`config.mk`:
```
export PLATFORM = sky130hd
export DESIGN_NAME = cascade_cfg_port
export DESIGN_NICKNAME = d
export VERILOG_FILES = /design/src/rtl/cascade_cfg_port_pkg.sv /design/src/rtl/cascade_cfg_ser_asm.sv /design/src/rtl/cascade_cfg_store.sv /design/src/rtl/cascade_cfg_fsm.sv /design/src/rtl/cascade_cfg_port.sv
export SDC_FILE = /design/constraint.sdc
export NUM_CORES = 1
export LEC_CHECK = 0
export ABC_AREA = 0
export BUFFER_PORTS_ARGS = -buffer_cell sky130_fd_sc_hd__buf_2
export CORE_ASPECT_RATIO = 1.25
export CORE_MARGIN = 2
export CORE_UTILIZATION = 30
export CTS_CLUSTER_DIAMETER = 150
export CTS_CLUSTER_SIZE = 16
export DETAILED_ROUTE_END_ITERATION = 12
export MAX_ROUTING_LAYER = met4
export PLACE_DENSITY = 0.41
export SYNTH_ARGS = -nofsm -noshare
export SYNTH_HDL_FRONTEND = slang
export SYNTH_HIERARCHICAL = 1
export SYNTH_SLANG_ARGS = --single-unit
export TNS_END_PERCENT = 5
```
`constraint.sdc`:
```
create_clock -name clk -period 4.85 [get_ports clk]
set_clock_uncertainty 0.1 [all_clocks]
set_input_delay 0.97 -clock clk [delete_from_list [all_inputs] [get_ports clk]]
set_output_delay 0.97 -clock clk [all_outputs]
set_load 0.1 [all_outputs]
```
`src/rtl/cascade_cfg_port_pkg.sv`:
```
package cascade_cfg_port_pkg;
    typedef enum logic [2:0] {
        ST_IDLE,
        ST_PRE,
        ST_CNT_HI,
        ST_CNT_LO,
        ST_DATA,
        ST_DONE,
        ST_FAIL
    } cfg_state_t;
endpackage

```
`src/rtl/cascade_cfg_ser_asm.sv`:
```
module cascade_cfg_ser_asm #(
    parameter int DATA_W = 8
) (
    input  logic              clk,
    input  logic              rst_n,
    input  logic              clr,
    input  logic              en,
    input  logic              bit_in,
    output logic              vld,
    output logic [DATA_W-1:0] byte_o
);
    localparam int CNT_W = $clog2(DATA_W);
    localparam logic [CNT_W-1:0] LAST = CNT_W'(DATA_W - 1);

    logic [DATA_W-2:0] shreg;
    logic [CNT_W-1:0]  bcnt;

    always_ff @(posedge clk) begin
        if (!rst_n || clr) begin
            shreg <= '0;
            bcnt  <= '0;
        end else if (en) begin
            shreg <= {shreg[DATA_W-3:0], bit_in};
            bcnt  <= (bcnt == LAST) ? '0 : bcnt + 1'b1;
        end
    end

    assign vld    = en && (bcnt == LAST);
    assign byte_o = {shreg, bit_in};
endmodule

```
`src/rtl/cascade_cfg_store.sv`:
```
module cascade_cfg_store #(
    parameter int DATA_W    = 8,
    parameter int MEM_DEPTH = 64,
    parameter int ADDR_W    = $clog2(MEM_DEPTH)
) (
    input  logic              clk,
    input  logic              rst_n,
    input  logic              wr_en,
    input  logic              cmp_en,
    input  logic [ADDR_W-1:0] addr,
    input  logic [DATA_W-1:0] wdata,
    input  logic [ADDR_W-1:0] rd_addr,
    output logic [DATA_W-1:0] rd_data,
    output logic              mismatch
);
    logic [DATA_W-1:0] mem [MEM_DEPTH];

    always_ff @(posedge clk) begin
        if (!rst_n) begin
            for (int i = 0; i < MEM_DEPTH; i++) begin
                mem[i] <= '0;
            end
        end else if (wr_en) begin
            mem[addr] <= wdata;
        end
    end

    assign rd_data  = mem[rd_addr];
    assign mismatch = cmp_en && (mem[addr] != wdata);
endmodule

```
`src/rtl/cascade_cfg_fsm.sv`:
```
module cascade_cfg_fsm
    import cascade_cfg_port_pkg::*;
#(
    parameter int              DATA_W    = 8,
    parameter int              MEM_DEPTH = 64,
    parameter int              ADDR_W    = $clog2(MEM_DEPTH),
    parameter logic [DATA_W-1:0] MARKER  = 8'hA5
) (
    input  logic              clk,
    input  logic              rst_n,
    input  logic              start_n,
    input  logic              check_n,
    input  logic              vld,
    input  logic [DATA_W-1:0] byte_in,
    input  logic              mismatch,
    output logic              wr_en,
    output logic              cmp_en,
    output logic [ADDR_W-1:0] addr,
    output logic              casc_n,
    output logic              err_flag
);
    localparam int LEN_W = 2 * DATA_W;

    cfg_state_t       state, nxt;
    logic [DATA_W-1:0] len_hi;
    logic [LEN_W-1:0]  remain;
    logic [LEN_W-1:0]  idx;
    logic              in_range;
    logic [LEN_W-1:0]  len_full;

    assign len_full = {len_hi, byte_in};
    assign in_range = (int'(idx) < MEM_DEPTH);

    // state register
    always_ff @(posedge clk) begin
        if (!rst_n) state <= ST_IDLE;
        else        state <= nxt;
    end

    // next state
    always_comb begin
        nxt = state;
        if (!start_n) begin
            nxt = ST_PRE;
        end else begin
            unique case (state)
                ST_IDLE:   nxt = ST_IDLE;
                ST_PRE:    if (vld) nxt = (byte_in == MARKER) ? ST_CNT_HI : ST_FAIL;
                ST_CNT_HI: if (vld) nxt = ST_CNT_LO;
                ST_CNT_LO: if (vld) nxt = (len_full == '0) ? ST_DONE : ST_DATA;
                ST_DATA:   if (vld && remain == LEN_W'(1)) nxt = ST_DONE;
                ST_DONE:   nxt = ST_DONE;
                ST_FAIL:   nxt = ST_FAIL;
                default:   nxt = ST_IDLE;
            endcase
        end
    end

    // datapath registers
    always_ff @(posedge clk) begin
        if (!rst_n) begin
            len_hi   <= '0;
            remain   <= '0;
            idx      <= '0;
            err_flag <= 1'b0;
        end else if (!start_n) begin
            idx      <= '0;
            err_flag <= 1'b0;
        end else begin
            if (vld && state == ST_CNT_HI) len_hi <= byte_in;
            if (vld && state == ST_CNT_LO) begin
                remain <= len_full;
                idx    <= '0;
            end
            if (vld && state == ST_DATA) begin
                remain <= remain - 1'b1;
                idx    <= idx + 1'b1;
            end
            if ((vld && state == ST_PRE && byte_in != MARKER) || mismatch)
                err_flag <= 1'b1;
        end
    end

    // outputs
    always_comb begin
        wr_en  = start_n && vld && (state == ST_DATA) && check_n && in_range;
        cmp_en = start_n && vld && (state == ST_DATA) && !check_n && in_range;
        casc_n = (state != ST_DONE);
        addr   = idx[ADDR_W-1:0];
    end
endmodule

```
`src/rtl/cascade_cfg_port.sv`:
```
module cascade_cfg_port #(
    parameter int                DATA_W    = 8,
    parameter int                MEM_DEPTH = 64,
    parameter int                ADDR_W    = $clog2(MEM_DEPTH),
    parameter logic [DATA_W-1:0] MARKER    = 8'hA5
) (
    input  logic              clk,
    input  logic              rst_n,
    input  logic              start_n,
    input  logic              sel_n,
    input  logic              par_mode,
    input  logic              wr_n,
    input  logic [DATA_W-1:0] pdata,
    input  logic              ser_stb,
    input  logic              ser_d,
    input  logic              check_n,
    input  logic [ADDR_W-1:0] rd_addr,
    output logic              casc_n,
    output logic              err_oe,
    output logic              err_lo,
    output logic [DATA_W-1:0] rd_data
);
    logic              ser_en, ser_vld, par_vld, byte_vld;
    logic [DATA_W-1:0] ser_byte, byte_in;
    logic              wr_en, cmp_en, mismatch, err_flag;
    logic [ADDR_W-1:0] addr;

    assign ser_en   = !par_mode && !sel_n && start_n && ser_stb;
    assign par_vld  = par_mode && !sel_n && start_n && !wr_n;
    assign byte_vld = par_mode ? par_vld : ser_vld;
    assign byte_in  = par_mode ? pdata : ser_byte;

    cascade_cfg_ser_asm #(.DATA_W(DATA_W)) u_ser (
        .clk    (clk),
        .rst_n  (rst_n),
        .clr    (!start_n),
        .en     (ser_en),
        .bit_in (ser_d),
        .vld    (ser_vld),
        .byte_o (ser_byte)
    );

    cascade_cfg_fsm #(
        .DATA_W(DATA_W), .MEM_DEPTH(MEM_DEPTH), .ADDR_W(ADDR_W), .MARKER(MARKER)
    ) u_fsm (
        .clk      (clk),
        .rst_n    (rst_n),
        .start_n  (start_n),
        .check_n  (check_n),
        .vld      (byte_vld),
        .byte_in  (byte_in),
        .mismatch (mismatch),
        .wr_en    (wr_en),
        .cmp_en   (cmp_en),
        .addr     (addr),
        .casc_n   (casc_n),
        .err_flag (err_flag)
    );

    cascade_cfg_store #(
        .DATA_W(DATA_W), .MEM_DEPTH(MEM_DEPTH), .ADDR_W(ADDR_W)
    ) u_store (
        .clk      (clk),
        .rst_n    (rst_n),
        .wr_en    (wr_en),
        .cmp_en   (cmp_en),
        .addr     (addr),
        .wdata    (byte_in),
        .rd_addr  (rd_addr),
        .rd_data  (rd_data),
        .mismatch (mismatch)
    );

    assign err_oe = err_flag;
    assign err_lo = 1'b0;
endmodule

```
# After elaboration in Yosys (flattened, before gate mapping)
# Memory sizes are Yosys's and may differ from the RTL's. A register that Yosys moved wholly into a read port is not among the register bits.
# Cells that the tools add are included.
[totals]
register_bits = 54
mem_bits_rw = 512
input_bits = 23
output_inout_bits = 11
word_cells = 93
n_memories = 1
[mem_list]
columns = ["name", "words", "width", "rd", "rd_clocked_by_memory_dff", "wr", "line", "source"]
rows = [
  ["u_store.mem", 64, 8, 2, 1, 64, "cascade_cfg_store.sv:16", "logic [DATA_W-1:0] mem [MEM_DEPTH];"],
]
[classes]
addsub = 3
order_cmp = 1
eq_ne = 20
mux = 24
n_reduce_logical = 36
[op_table]
columns = ["op", "count"]
rows = [
  ["16-bit two-way mux", 4],
  ["1-bit logical AND", 20],
  ["3-bit two-way mux", 6],
  ["6-bit two-way mux", 3],
  ["3-bit one-hot mux with 6 select lines", 1],
  ["16-bit by 1-bit adder with 16-bit output, second input constant", 1],
  ["16-bit by 1-bit equality test with 1-bit output, second input constant", 1],
  ["16-bit logical NOT", 1],
  ["16-bit by 7-bit < comparator with 1-bit output, second input constant", 1],
  ["8-bit two-way mux", 2],
  ["16-bit by 1-bit subtractor with 16-bit output, second input constant", 1],
  ["3-bit equality test, second input constant", 4],
  ["3-bit by 2-bit != test with 1-bit output, second input constant", 4],
  ["8-bit equality test, second input constant", 1],
  ["1-bit two-way mux", 8],
  ["2-bit by 1-bit != test with 1-bit output, second input constant", 4],
  ["8-bit != test", 1],
  ["8-bit != test, second input constant", 1],
  ["4-bit AND reduction", 2],
  ["8-bit OR reduction", 1],
  ["3-bit by 2-bit equality test with 1-bit output, second input constant", 2],
  ["1-bit logical NOT", 6],
  ["2-bit AND reduction", 3],
  ["3-bit by 1-bit adder with 3-bit output, second input constant", 1],
  ["4 further kinds", 5],
]

# Longest topological paths before layout
[logic_depth]
depth_word = 15
ltp_mapped = 16

# Cells and area by module
# Netlist, hierarchy kept.
[by_module_without_submodules]
columns = ["mod", "instances", "cells_per_inst", "area_each_um2", "seq_area_each_um2"]
rows = [
  ["cascade_cfg_store", 1, 1976, 27669.0, 15374.7],
  ["cascade_cfg_fsm", 1, 336, 2526.2, 880.8],
  ["cascade_cfg_ser_asm", 1, 39, 405.4, 200.2],
  ["cascade_cfg_port", 1, 15, 183.9, 0.0],
]

# Least setup slack after synthesis
# OpenSTA, ideal clock, no wires.
[synth_timing]
path_kind = "input -> register"
startpoint = "in par_mode"
endpoint = "mem u_store.mem[12][0] (enable)"
t_arrival_ns = 4.398
slack_ns = -0.032
stages = 15
path_buffers = 6
cell_sequence = "buf_6 nor4b_2 buf_4 and2_1 mux2_4 clkbuf_1 nor4bb_1 clkbuf_1 nand4_1 nor2_1 and2_1 clkbuf_1 nand2_1 clkbuf_1 o21ai_0"
[synth_lines]
columns = ["item", "line", "source"]
rows = [
  ["start, declared", "cascade_cfg_port.sv:11", "input logic par_mode,"],
  ["end, declared", "cascade_cfg_store.sv:16", ""],
]

# Worst setup path in the final report
[layout_timing]
startpoint = "reg u_fsm.idx[0]"
endpoint = "reg u_fsm.err_flag"
[layout_between]
elab_chain_cells = 4
[layout_rtl]
columns = ["item", "line", "source"]
rows = [
  ["start, declared", "cascade_cfg_fsm.sv:27", "logic [LEN_W-1:0] idx;"],
  ["start signal, assigned", "cascade_cfg_fsm.sv:77", "idx <= idx + 1'b1;"],
  ["16-bit by 7-bit < comparator with 1-bit output", "cascade_cfg_fsm.sv:32", "assign in_range = (int'(idx) < MEM_DEPTH);"],
  ["1-bit logical AND", "cascade_cfg_fsm.sv:87", "cmp_en = start_n && vld && (state == ST_DATA) && !check_n && in_range;"],
  ["1-bit logical AND", "cascade_cfg_store.sv:29", "assign mismatch = cmp_en && (mem[addr] != wdata);"],
  ["net mismatch", "cascade_cfg_port.sv:25", "logic wr_en, cmp_en, mismatch, err_flag;"],
  ["1-bit logical OR", "cascade_cfg_fsm.sv:79", "if ((vld && state == ST_PRE && byte_in != MARKER) || mismatch)"],
  ["end signal, assigned", "cascade_cfg_fsm.sv:65", "err_flag <= 1'b0;"],
  ["end signal, assigned", "cascade_cfg_fsm.sv:68", "err_flag <= 1'b0;"],
  ["end signal, assigned", "cascade_cfg_fsm.sv:80", "err_flag <= 1'b1;"],
  ["end, declared", "cascade_cfg_fsm.sv:20", "output logic err_flag"],
]
# The timed path passes the listed nets, and every way through them passes these cells.
# A chain may end at the register's enable or synchronous reset.

==> metrics.md <==
| Metric | Value |
|---|---|
| Cts repair resizes | `0` |
| Post-synthesis mux area share | `a little under a fifth` |
| Crit path top cell by count | `buf_4` |
| Htree depth | `2` |
| Hold Path Class | `reg2reg` |
| Final Critical Period | `4.69 ns` |
| Syn Nets | `roughly 2.4k` |
| Final period utilization | `96.7%` |
| Achievable clock frequency | `0.213 GHz` |
| Filler instances | `10.0k` |
| Critical path, cell by cell | `buf_12 > nand2b_1 > buf_4 > o22ai_1 > o21ai_0 > buf_4 > or3b_1 > or3_1 > a2111oi_2 > a31oi_1 > a211oi_1 > nor2_1` |
| CP delay by family, top | `compound AO/OA/AOI/OAI gates` |
| # IOs | `34` |
| Die Wd | `291 um` |
| Vias in the first global route | `21.4k` |
| Post-Synthesis Cells | `2,366` |
| Relative slew margins | `31.0%` |
| CP max stage delay | `roughly 0.76 ns` |
| Main area contributors after synthesis | `edfxtp_1 50%, mux4_2 14%, and2_1 11%` |
| Data required time at the worst endpoint | `5.23 ns` |
| Clock Sinks | `566` |
| Final hold violations | `0` |
| Seq. cell area | `16,500 um^2` |
| Port buffer count | `32` |
| FP Rows | `131` |
| Detailed Routing Iterations Pass 1 | `8` |
| Pwr Total | `10.2 mW` |
| Pwr Density | `298 nW/um^2` |
| Pleak | `~11 nW` |
| Total number of vias | `approximately 22k` |
| Slew Limit Fails | `0` |
| Clk buf depth | `3` |
| Layout Cells excl Fill | `3,741` |
| Worst slew pin tran | `1.02 ns` |
| DRT antenna net count | `0` |
| 1st-iter DRT viols | `roughly 2.6k` |
| NumNets Final | `2,420` |
| Placer Congestion | `0.975` |
| HPWL Detailed | `95,200 um` |
| Overall die height | `362 um` |
| Hold_ws | `roughly 0.38 ns` |
| Endpoint type of the worst setup path | `register` |
| Syn. warnings | `6` |
| Worst IR Drop VDD | `0.243 mV` |
| Core Area | `just over 100,000 um^2` |
| PnR worst setup slack | `about 0.16 ns` |
| Worst Path Arrival | `5.07 ns` |
| Most frequent cells after synthesis | `522 x and2_1, 512 x edfxtp_1, 188 x mux4_2` |
| Crit-path max FO | `36` |
| Top-count cell post-synth | `and2_1` |
| CP Launch Type | `register` |
| CP Class | `reg2reg` |
| Fin Setup TNS | `0 ns` |
| Setup bufs post-CTS | `0` |
| Status | `finished, final reports clean` |
| Post-synth EDFFs | `512` |
| Synth Area in Compound Gates | `8.87%` |
| Cell at the root of the clock tree | `clkbuf_16` |
| P&R area growth vs syn | `11.4%` |
| Drt drc | `0` |
| CTS tree | `built` |
| GRT Util Overall | `roughly a quarter` |
| Global-route wire length before repair | `between 150,000 and 200,000 um` |
| Area share of the largest cell type after synthesis | `49.9%` |
| Main synth FF type | `edfxtp_1` |
| Number of synthesized register bits | `566` |
| Total die area | `105,000 um^2` |
| DR vias/cell | `5.78` |
| Dpl ws | `0.184 ns` |
| Yosys top cell by area | `edfxtp_1` |
| DRT Wirelength | `131,000 um` |
| Clk pin slew, worst setup/hold paths | `0.08 ns` |
| RSZ-0062 raised after global routing | `no` |
| Synth cell types | `76` |
| Post-Synth Adder-Cell Area | `0.203%` |
| Initial core utilization | `a little under a third` |
| Multi-input gate area | `13,400 um^2` |
| # setup viols final | `0` |
| CP Buf/Inv Count | `3` |
| Xor/xnor share of the synthesized area | `less than 1%` |
| Post-Synth Simple-Gate Area | `around 16%` |
| Hold_buf cts | `0` |
| Initial antenna violation count | `6` |
| Largest family of logic cells by synthesized area | `multiplexers` |
| Placed Cells | `3,678` |
| Register area share after synthesis | `53.5%` |
| Skew-Pair Late Insertion Delay | `0.63 ns` |
| Asr flop ratio synth | `0%` |
| Largest net degree at the start of global routing | `56` |
| Synth Cell Area | `30,800 um^2` |
| Share of cells above drive strength 1 | `21.1%` |
| DR WL/cell | `34.9 um` |
| CTS buffer count | `just over 40` |
| Syn_area_per_cell | `13.0 um^2` |
| Gr ovfl total | `0` |
| Max capacitance violation total | `0` |
| CP max stage cell | `dfxtp_4` |
## stage by stage
stage | util [%] | area (um^2)
3_3_place_gp | 32.5 | 33100
4_1_cts | 33.6 | 34300
5_1_grt | 33.6 | 34300
6_report | 33.6 | 34300
3_5_place_dp | 32.5 | 33100
2_1_floorplan | - | 30800
## worst reg2reg max path, delay by kind of cell, from the launching register on
kind,cells,cell delay [ns]
AO/OA/AOI/OAI,5,1.81
flip-flops,1,0.76
buffers and inverters,3,0.89
AND/OR/NAND/NOR,4,1.00
## area by class of cell
class,instances,share of cell area [%]
flip-flops and latches,566,48.0
multi-input cells,1572,39.0
well taps,1330,4.85
repair buffers,199,4.60
clock buffers,58,3.30
inverters,12,0.131
clock inverters,2,0.0584
diodes,2,0.0146
## cell families (layout without fill, tap and decap cells)
logic type	after synthesis	count (layout)
compound gates	401	401
xor+xnor	6	6
fa+ha+maj	5	5
buf+inv	228	271
flops	566	566
mux	317	317
other cells	1	3
simple gates	842	842
## flip-flops by register name, indices dropped and copies added (netlist names)
name / cells
u_fsm/err_flag: 1
u_ser/shreg: 7
u_fsm/remain: 16
u_store/mem: 512
u_fsm/idx: 16
u_ser/bcnt: 3
u_fsm/state: 3
u_fsm/len_hi: 8
## power breakdown
| part | switching [mW] | internal (mW) |
|---|---|---|
| Sequential | 0.285 | 5.52 |
| Clock | 1.77 | 1.62 |
| Combinational | 0.616 | 0.404 |
## metal layers
metal,routed length (um),part of all wire (%),global-route usage [%],vias to the layer above
li1,-,-,-,9100
met1,48900,37,28.6,11200
met2,66400,51,43.8,1056
met3,7910,6.0,3.58,275
met4,7460,5.7,12.0,0
met5,0,0,-,-
## path summary, 6_finish.rpt
check | start | to | slack (ns) | cells after the start
min reg2reg | u_fsm/err_flag$_SDFFE_PN0P_ | u_fsm/err_flag$_SDFFE_PN0P_ | 0.38 | 2
min | u_fsm/err_flag$_SDFFE_PN0P_ | u_fsm/err_flag$_SDFFE_PN0P_ | 0.38 | 2
max reg2reg | u_fsm/idx[0]$_SDFFE_PN0N_ | u_fsm/err_flag$_SDFFE_PN0P_ | 0.16 | 12
max | u_fsm/idx[0]$_SDFFE_PN0N_ | u_fsm/err_flag$_SDFFE_PN0P_ | 0.16 | 12
## placed cells by master, fill, tap and decap left out, types with 10 or more instances in the layout
master       n
a21boi_0    11
a21oi_1     37
a221o_1     17
a221oi_1    29
a222oi_1    10
a22o_1      18
a22oi_1     54
a31oi_1     17
and2_1     522
buf_12      12
buf_2       30
buf_4      155
clkbuf_1    15
clkbuf_16   43
dfxtp_1     51
edfxtp_1   512
inv_1       12
mux2_2      32
mux2_4      12
mux2i_1     80
mux4_2     188
nand2_1     72
nand3_1     25
nor2_1     108
nor4_1      22
o211ai_1    13
o21ai_0    117
o22ai_1     36
Power figures use the tool's default switching activity.
